**config.mk**
```make
export PLATFORM = sky130hd
export DESIGN_NAME = running_sum_acc
export DESIGN_NICKNAME = d
export VERILOG_FILES = /design/src/rtl/rsum_pkg.sv /design/src/rtl/rsum_pipe_add.sv /design/src/rtl/rsum_slot_ring.sv /design/src/rtl/rsum_reduce_tree.sv /design/src/rtl/rsum_valid_delay.sv /design/src/rtl/running_sum_acc.sv
export SDC_FILE = /design/constraint.sdc
export NUM_CORES = 1
export LEC_CHECK = 0
export ABC_AREA = 1
export BUFFER_PORTS_ARGS = -buffer_cell sky130_fd_sc_hd__clkbuf_2
export CORE_MARGIN = 3
export CORE_UTILIZATION = 28
export DETAILED_ROUTE_END_ITERATION = 8
export GPL_TIMING_DRIVEN = 1
export SLEW_MARGIN = 10
export SYNTH_ARGS = -nofsm -noshare
export SYNTH_HDL_FRONTEND = slang
export SYNTH_SLANG_ARGS = --single-unit
```
**constraint.sdc**
```tcl
create_clock -name clk -period 1.89 [get_ports clk]
set_clock_uncertainty 0.05 [all_clocks]
set_input_delay 0.189 -clock clk [delete_from_list [all_inputs] [get_ports clk]]
set_output_delay 0.189 -clock clk [all_outputs]
set_load 0.01 [all_outputs]
```
**src/rtl/rsum_pkg.sv**
```systemverilog
package rsum_pkg;

    // Number of two-input adder levels needed to reduce n partial sums.
    function automatic int tree_levels(input int n);
        return (n <= 1) ? 1 : $clog2(n);
    endfunction

    // Leaf count of the balanced tree (n rounded up to a power of two).
    function automatic int tree_leaves(input int n);
        return 1 << tree_levels(n);
    endfunction

    // Edges from an accepted word to its appearance on the output.
    function automatic int total_delay(input int lat);
        return tree_levels(lat) * lat;
    endfunction

endpackage

```
**src/rtl/rsum_pipe_add.sv**
```systemverilog
// Two-input adder with LAT register stages; the sum is formed at the
// first stage and carried through the rest.
module rsum_pipe_add #(
    parameter int W   = 32,
    parameter int LAT = 4
) (
    input  logic         clk,
    input  logic         rst_n,
    input  logic         clr,
    input  logic [W-1:0] a_i,
    input  logic [W-1:0] b_i,
    output logic [W-1:0] sum_o
);
    logic [LAT-1:0][W-1:0] stage_q;

    always_ff @(posedge clk) begin
        if (!rst_n || clr) begin
            stage_q <= '0;
        end else begin
            stage_q[0] <= a_i + b_i;
            for (int i = 1; i < LAT; i++) begin
                stage_q[i] <= stage_q[i-1];
            end
        end
    end

    assign sum_o = stage_q[LAT-1];
endmodule

```
**src/rtl/rsum_slot_ring.sv**
```systemverilog
// Feedback adder of latency LAT whose pipeline holds LAT interleaved
// partial sums; word k joins the partial sum that leaves the ring at
// the same edge, so slot rotation needs no index logic.
module rsum_slot_ring #(
    parameter int W   = 32,
    parameter int LAT = 4
) (
    input  logic                  clk,
    input  logic                  rst_n,
    input  logic                  clr,
    input  logic [W-1:0]          term_i,
    output logic [LAT-1:0][W-1:0] slots_o
);
    logic [LAT-1:0][W-1:0] ring_q;

    always_ff @(posedge clk) begin
        if (!rst_n || clr) begin
            ring_q <= '0;
        end else begin
            ring_q[0] <= term_i + ring_q[LAT-1];
            for (int i = 1; i < LAT; i++) begin
                ring_q[i] <= ring_q[i-1];
            end
        end
    end

    assign slots_o = ring_q;
endmodule

```
**src/rtl/rsum_reduce_tree.sv**
```systemverilog
// Balanced tree of pipelined two-input adders; missing leaves are zero.
module rsum_reduce_tree
    import rsum_pkg::*;
#(
    parameter int W   = 32,
    parameter int N   = 4,
    parameter int LAT = 4
) (
    input  logic                clk,
    input  logic                rst_n,
    input  logic                clr,
    input  logic [N-1:0][W-1:0] leaves_i,
    output logic [W-1:0]        total_o
);
    localparam int P     = tree_leaves(N);
    localparam int NODES = 2 * P - 1;

    // Heap layout: node 0 is the root, nodes P-1 .. 2P-2 are leaves.
    logic [W-1:0] node [NODES];

    for (genvar j = 0; j < P; j++) begin : g_leaf
        if (j < N) begin : g_real
            assign node[P-1+j] = leaves_i[j];
        end else begin : g_pad
            assign node[P-1+j] = '0;
        end
    end

    for (genvar k = 0; k < P - 1; k++) begin : g_add
        rsum_pipe_add #(.W(W), .LAT(LAT)) u_add (
            .clk   (clk),
            .rst_n (rst_n),
            .clr   (clr),
            .a_i   (node[2*k+1]),
            .b_i   (node[2*k+2]),
            .sum_o (node[k])
        );
    end

    assign total_o = node[0];
endmodule

```
**src/rtl/rsum_valid_delay.sv**
```systemverilog
// Predicate delay line that matches the reduction tree depth.
module rsum_valid_delay #(
    parameter int DEPTH = 9
) (
    input  logic clk,
    input  logic rst_n,
    input  logic clr,
    input  logic v_i,
    output logic v_o
);
    logic [DEPTH-1:0] line_q;

    always_ff @(posedge clk) begin
        if (!rst_n || clr) begin
            line_q <= '0;
        end else begin
            line_q <= {line_q[DEPTH-2:0], v_i};
        end
    end

    assign v_o = line_q[DEPTH-1];
endmodule

```
**src/rtl/running_sum_acc.sv**
```systemverilog
module running_sum_acc
    import rsum_pkg::*;
#(
    parameter int W   = 32,
    parameter int LAT = 4
) (
    input  logic         clk,
    input  logic         rst_n,
    input  logic         clear_i,
    input  logic         in_valid_i,
    input  logic [W-1:0] in_data_i,
    output logic         out_valid_o,
    output logic [W-1:0] out_sum_o
);
    localparam int DLY = total_delay(LAT);

    logic [W-1:0]          term;
    logic [LAT-1:0][W-1:0] slot_q;

    // An idle cycle feeds zero; the ring still rotates.
    assign term = in_valid_i ? in_data_i : '0;

    rsum_slot_ring #(.W(W), .LAT(LAT)) u_ring (
        .clk     (clk),
        .rst_n   (rst_n),
        .clr     (clear_i),
        .term_i  (term),
        .slots_o (slot_q)
    );

    rsum_reduce_tree #(.W(W), .N(LAT), .LAT(LAT)) u_tree (
        .clk      (clk),
        .rst_n    (rst_n),
        .clr      (clear_i),
        .leaves_i (slot_q),
        .total_o  (out_sum_o)
    );

    // One extra stage covers the ring register ahead of the tree.
    rsum_valid_delay #(.DEPTH(DLY + 1)) u_vdly (
        .clk   (clk),
        .rst_n (rst_n),
        .clr   (clear_i),
        .v_i   (in_valid_i),
        .v_o   (out_valid_o)
    );
endmodule

```
* Yosys cells after proc, flatten, opt, wreduce, memory -nomap -nowiden
Cells that the tools add are included. W data, S select, Z words.
Word-level totals: output and inout bits 33, logic and storage cells 24, flip-flop bits (word level) 521, bits in writable memories 0, memories 0, bits in latches 0, ROM bits 0, bits of input ports 36
Cells by class: eq/ne operators 0, reduce and logical (&&, ||, !) cells 2, $mul 0, add/sub/neg operators 4, bitwise gates (word level) 0, order comparisons 0, divide/modulo/power cells 0, mux-type cells 1, shift-type cells 0
Operators with widths (number):
- $add A32 B32 Y32 | 4
- $mux W32 | 1
- $logic_not A1 Y1 | 1
- $logic_or A1 B1 Y1 | 1

* Logic depth before layout (Yosys ltp)
word-level depth 2, depth in mapped cells 16

* Hierarchy
From an unflattened synthesis, not the netlist that was laid out.
Second synthesis, totals: cell total of the unflattened synthesis 3660, area total of the unflattened synthesis 24915.1 um^2
Modules (own cells, without submodules):
- rsum_pipe_add at u_tree.g_add[0].u_add ... | area an instance 6175.9 um^2, cells an instance 901, instances 2, sequential area each 2562.5 um^2
- rsum_pipe_add at u_tree.g_add[2].u_add | area an instance 6133.4 um^2, cells an instance 897, instances 1, sequential area each 2562.5 um^2
- rsum_slot_ring | area an instance 5893.2 um^2, cells an instance 865, instances 1, sequential area each 2562.5 um^2
- running_sum_acc | area an instance 274.0 um^2, cells an instance 67, instances 1, sequential area each 0.0 um^2
- rsum_valid_delay | area an instance 262.8 um^2, cells an instance 29, instances 1, sequential area each 180.2 um^2

* Worst setup path after synthesis
OpenSTA, ideal clock, no wires.
path type in2reg, from input in_valid_i, to register u_ring.ring_q (netlist bit u_ring.slots_o[16]), arrival 1.900 ns, stages on the path 14, setup time 0.113 ns, data required time 1.727 ns, path slack -0.173 ns, cells stage by stage clkbuf_1 -> clkbuf_1 -> nand2_1 -> inv_1 -> ha_1 -> fa_1 -> nand3_1 -> nand3_1 -> nand2_1 -> nand2_1 -> a21oi_1 -> nand2_1 -> nand2_1 -> nor2_1
Between the ends: longest elaborated chain between the ends 2
RTL lines:
- from (decl) | line running_sum_acc.sv:10 | input logic in_valid_i,
- $mux W32 | line running_sum_acc.sv:21 | assign term = in_valid_i ? in_data_i : '0;
- $add A32 B32 Y32 | line rsum_slot_ring.sv:20 | ring_q[0] <= term_i + ring_q[LAT-1];
- to (signal, indexed assignment) | line rsum_slot_ring.sv:22 | ring_q[i] <= ring_q[i-1];
- to (decl) | line rsum_slot_ring.sv:14 | logic [LAT-1:0][W-1:0] ring_q;
No other way between the ends. A chain may end at the register's enable or synchronous reset.

* Worst setup path after layout
from register u_ring.ring_q (netlist bit u_ring.slots_o[96]), to register u_ring.ring_q (netlist bit u_ring.slots_o[24])
Between the ends: longest elaborated chain between the ends 1
RTL lines (line):
- $add A32 B32 Y32 | rsum_slot_ring.sv:20
No other way between the ends.

==> results by stage <==
STA:
- Of the available clock period, the critical path in the final layout requires 0.9901.
- The routed design could run at a clock period as short as around 1.9 ns.
- Static timing analysis puts the maximum clock frequency at ~530 MHz.
- The number of slew-limit violations in the final report is 0.
- Setup repair after global routing could not meet its margin everywhere.
- Headroom to the max-slew limit came out at 0.6526.
- The hold violation count in the final report is 0.
- The slew at the pin closest to its max-slew limit is about 0.52 ns.
- Adding up every negative setup slack in the final design gives 0 ns.
- Setup violations remaining at the end of the flow were counted as 0.

Clock tree:
- The cell chosen for the clock root is sky130_fd_sc_hd__clkbuf_16.
- For the worst-skew pair, the clock arrives at the later sink with an insertion delay of roughly 0.64 ns.
- TritonCTS built the clock tree.
- The H-tree was split into 2 levels.
- TritonCTS created 53 clock buffers.
- The clock sink total is roughly 520.
- The clock transition at the registers of the reported paths is 0.06 ns.
- The deepest clock path buffer count is 3.

Cells and area:
- The number of inserted diodes is 0.
- At the end of the flow, the number of nets in the layout was 4,026.
- The fraction of layout cells with a size suffix above 1 is 0.2070.
- The growth of design area from synthesis to finish is 27.86%.
- After routing the design area is a little over 30,000 µm².

Global route:
- After global routing the overflow that remains totals 0.
- The maximum number of pins on one net before global-route repair is 71.
- The number of global-route vias before repair is roughly 19,000.
- The first global-routing pass estimated ~99 mm of wire.
- The global router's overall resource usage is 0.1353.
- The initial antenna violation count is 0.

Pwr:
- The analysis attributes to cell leakage a power of ~14 nW.
- Total power for the finished layout comes to approximately 23 mW.
- The peak supply drop is roughly 0.66 mV.
- Power spread over the standard cell area amounts to 744.3 nW/µm².

Synthesis:
- Of all cell types, the one taking the most synthesized area is sky130_fd_sc_hd__dfxtp_1.
- The distinct cell type count of the synthesized netlist is 34.
- Counting instances in the post-synthesis netlist gives the leading cell types as sky130_fd_sc_hd__nand2_1 (876), sky130_fd_sc_hd__inv_1 (837), sky130_fd_sc_hd__nor2_1 (623), sky130_fd_sc_hd__dfxtp_1 (521), sky130_fd_sc_hd__a21oi_1 (161).
- The dominant cell by count in the synthesized netlist is sky130_fd_sc_hd__nand2_1.
- In the post-synthesis netlist, the biggest area contributors are sky130_fd_sc_hd__dfxtp_1 (43%), sky130_fd_sc_hd__nand2_1 (14%), sky130_fd_sc_hd__inv_1 (13%), sky130_fd_sc_hd__nor2_1 (9.6%), sky130_fd_sc_hd__ha_1 (6.4%).
- Averaged over all synthesized cells, the footprint is about 6.7 µm².
- The synthesized design contains roughly 520 register bits.
- The Yosys warning count is 0.
- The proportion of register bits with asynchronous set or reset after synthesis is 0.
- Counting every net in the synthesized netlist gives approximately 3,800.
- Synthesis produced about 3,600 cells.
- The share of synthesized area in the top cell type comes to 0.4292.
- Of the synthesized area, sequential elements account for 0.4292.
- The main flop type after synthesis is sky130_fd_sc_hd__dfxtp_1.
- The number of synthesized flops with an enable pin is 0.
- The combined area of all synthesized cells is 24,300 µm².

Setup path:
- The critical path's slowest cell is sky130_fd_sc_hd__fa_2.
- For the worst setup path, the data arrival time is around 2.4 ns.
- Counting both buffers and inverters, the worst setup path holds a total of 2.
- The critical-path maximum fanout is 4.
- At the worst endpoint, the required time is roughly 2.4 ns.
- The register-to-register setup slack is 0.02 ns.
- The kind of start point of the critical path is a register.
- In this design, the stage delay of the slowest critical-path cell is roughly 0.42 ns.
- The number of gates on the worst path with buffers counted is 12.
- The depth of the worst register-to-register path is 12.
- Traced cell by cell, the critical path runs through buf_6, ha_4, fa_2, nand3_2, nand3_2, nand2_1, nand2_2, nand3_1, nand3_1, nand2_1, inv_1, nor2_1.
- The kind of cell adding the most delay to the critical path is simple AND/OR/NAND/NOR gates.
- The critical path in this run is classified as register to register.
- The worst setup path is captured at a register.

Drt:
- After detailed routing, the number of remaining DRC violations is 0.
- The first-pass iteration count of the detailed router is 5.
- The routed via count divided by cell count is ~4.
- The detailed router's first-iteration violation count is 950.
- In this run the remaining antenna-violating nets after routing total 0.
- Summing over every cut layer, the via total after detailed routing is about 20,000.
- Dividing the detail-routed wire length by the instance count gives approximately 12 µm.
- The routed design has ~62 mm of wire.

Placement:
- The post-DP HPWL is 47.42 mm.
- The final weighted congestion of routability-driven global placement is 0.8892.
- The placed instances occupy a cell area of roughly 27,000 µm².
- Input and output buffers added on the ports amount to 68.

Die:
- The floorplan step defined a die boundary enclosing 90,370 µm².
- The initial utilization of the core area, before any placement, comes to 0.2841.
- The die extent in x is ~300 µm.
- The total I/O pin count is 69.
- In this run the standard cell core region covers roughly 86,000 µm².
- In this run the vertical extent of the chip is between 300 and 400 µm.
- In this run the core area contains ~110 standard-cell rows.

Outcome:
- The flow ran to the end, and the final reports show no timing, DRC or antenna violations.

Min path:
- In this run the worst hold path is classified as primary input to register.
- Counting instances, the worst hold path has a depth of 6.

Run:
- The number of max-cap violations is 0.
area by class of cell:
cell class	count	area, µm²
fillers	9009	54470
multi-input cells	2121	11790
flip-flops and latches	521	10500
inverters	867	3262
repair buffers	298	2187
well taps	1144	1431
clock buffers	65	1421
clock inverters	32	484.2
sequential cells by signal, indices dropped and copies added, names as in the netlist:
signal and cells:
u_vdly.line_q 9, u_tree.g_add.u_add.sum_o 96, u_tree.g_add.u_add.stage_q 288, u_ring.slots_o 128
per-stage QoR:
stage / setup slack, ns / instances / hold slack (ns) / utilization
3_3_place_gp: -0.2524 / 4932 / 0.3447 / 0.3188
4_1_cts: -0.001950 / 5036 / 0.03560 / 0.3453
5_1_grt: -0.06804 / 5048 / 0.09820 / 0.3632
2_1_floorplan: 0.003093 / 3603 / 0.3436 / -
6_report: 0.01872 / 5048 / 0.07033 / 0.3632
3_5_place_dp: -0.2727 / 4932 / 0.3466 / 0.3188
timing repair:
item,4_1_cts,5_1_grt
resized for setup,52,319
setup buffers,5,13
endpoints found under the setup margin,46,87
endpoints found under the hold margin,2,0
pin swaps,8,44
hold buffers,2,0
cells in the final DEF, fill, tap and decap left out, types with 47 or more instances in the layout:
| master | count |
|---|---|
| sky130_fd_sc_hd__nand3_1 | 87 |
| sky130_fd_sc_hd__inv_1 | 834 |
| sky130_fd_sc_hd__nand2_1 | 818 |
| sky130_fd_sc_hd__a21oi_1 | 126 |
| sky130_fd_sc_hd__ha_4 | 74 |
| sky130_fd_sc_hd__clkbuf_2 | 68 |
| sky130_fd_sc_hd__dfxtp_2 | 47 |
| sky130_fd_sc_hd__clkbuf_16 | 53 |
| sky130_fd_sc_hd__buf_4 | 216 |
| sky130_fd_sc_hd__nand2_2 | 89 |
| sky130_fd_sc_hd__nor2_1 | 596 |
| sky130_fd_sc_hd__dfxtp_1 | 472 |
tightest hold or removal path: cells and delay by family:
| kind | cells | cell delay, ns |
|---|---|---|
| buffers and inverters | 3 | 0.33 |
| and+or+nand+nor | 3 | 0.17 |
kinds of logic (layout without fill, tap and decap cells):
family	count (synthesis)	count (layout)	synth area share
AND/OR/NAND/NOR	1749	1749	0.2937
XOR/XNOR	8	8	0.002883
flip-flops	521	521	0.4292
adder cells (fa/ha/maj)	128	128	0.06713
buffers and inverters	961	1262	0.1551
AO/OA/AOI/OAI	236	236	0.05205
report_power, final:
part / switching, mW / leakage (nW) / internal, mW / total [mW]
registers: 0.0453 / 4.22 / 11.0 / 11.1
logic: 0.476 / 9.33 / 0.316 / 0.791
clock network: 4.60 / 0.928 / 6.67 / 11.3
total: 5.12 / 14.5 / 18.0 / 23.1
worst paths after layout:
kind | start | endpoint
hold reg to reg | u_tree.g_add[1].u_add.stage_q[49]$_SDFF_PP0_ | u_tree.g_add[1].u_add.stage_q[81]$_SDFF_PP0_
setup reg to reg | u_ring.slots_o[96]$_SDFF_PP0_ | u_ring.slots_o[24]$_SDFF_PP0_
hold / removal | rst_n | u_tree.g_add[1].u_add.stage_q[4]$_SDFF_PP0_
setup / recovery | u_ring.slots_o[96]$_SDFF_PP0_ | u_ring.slots_o[24]$_SDFF_PP0_
metal layers:
layer  share of wire  vias to the layer above  track usage
li1                -                    11040            -
met4           0.027                        0      0.03953
met1            0.48                     8828       0.1857
met5               0                        -            0
met2            0.45                      319       0.2216
met3           0.039                       88      0.01795
No activity file was read; power rests on OpenSTA's default activity.
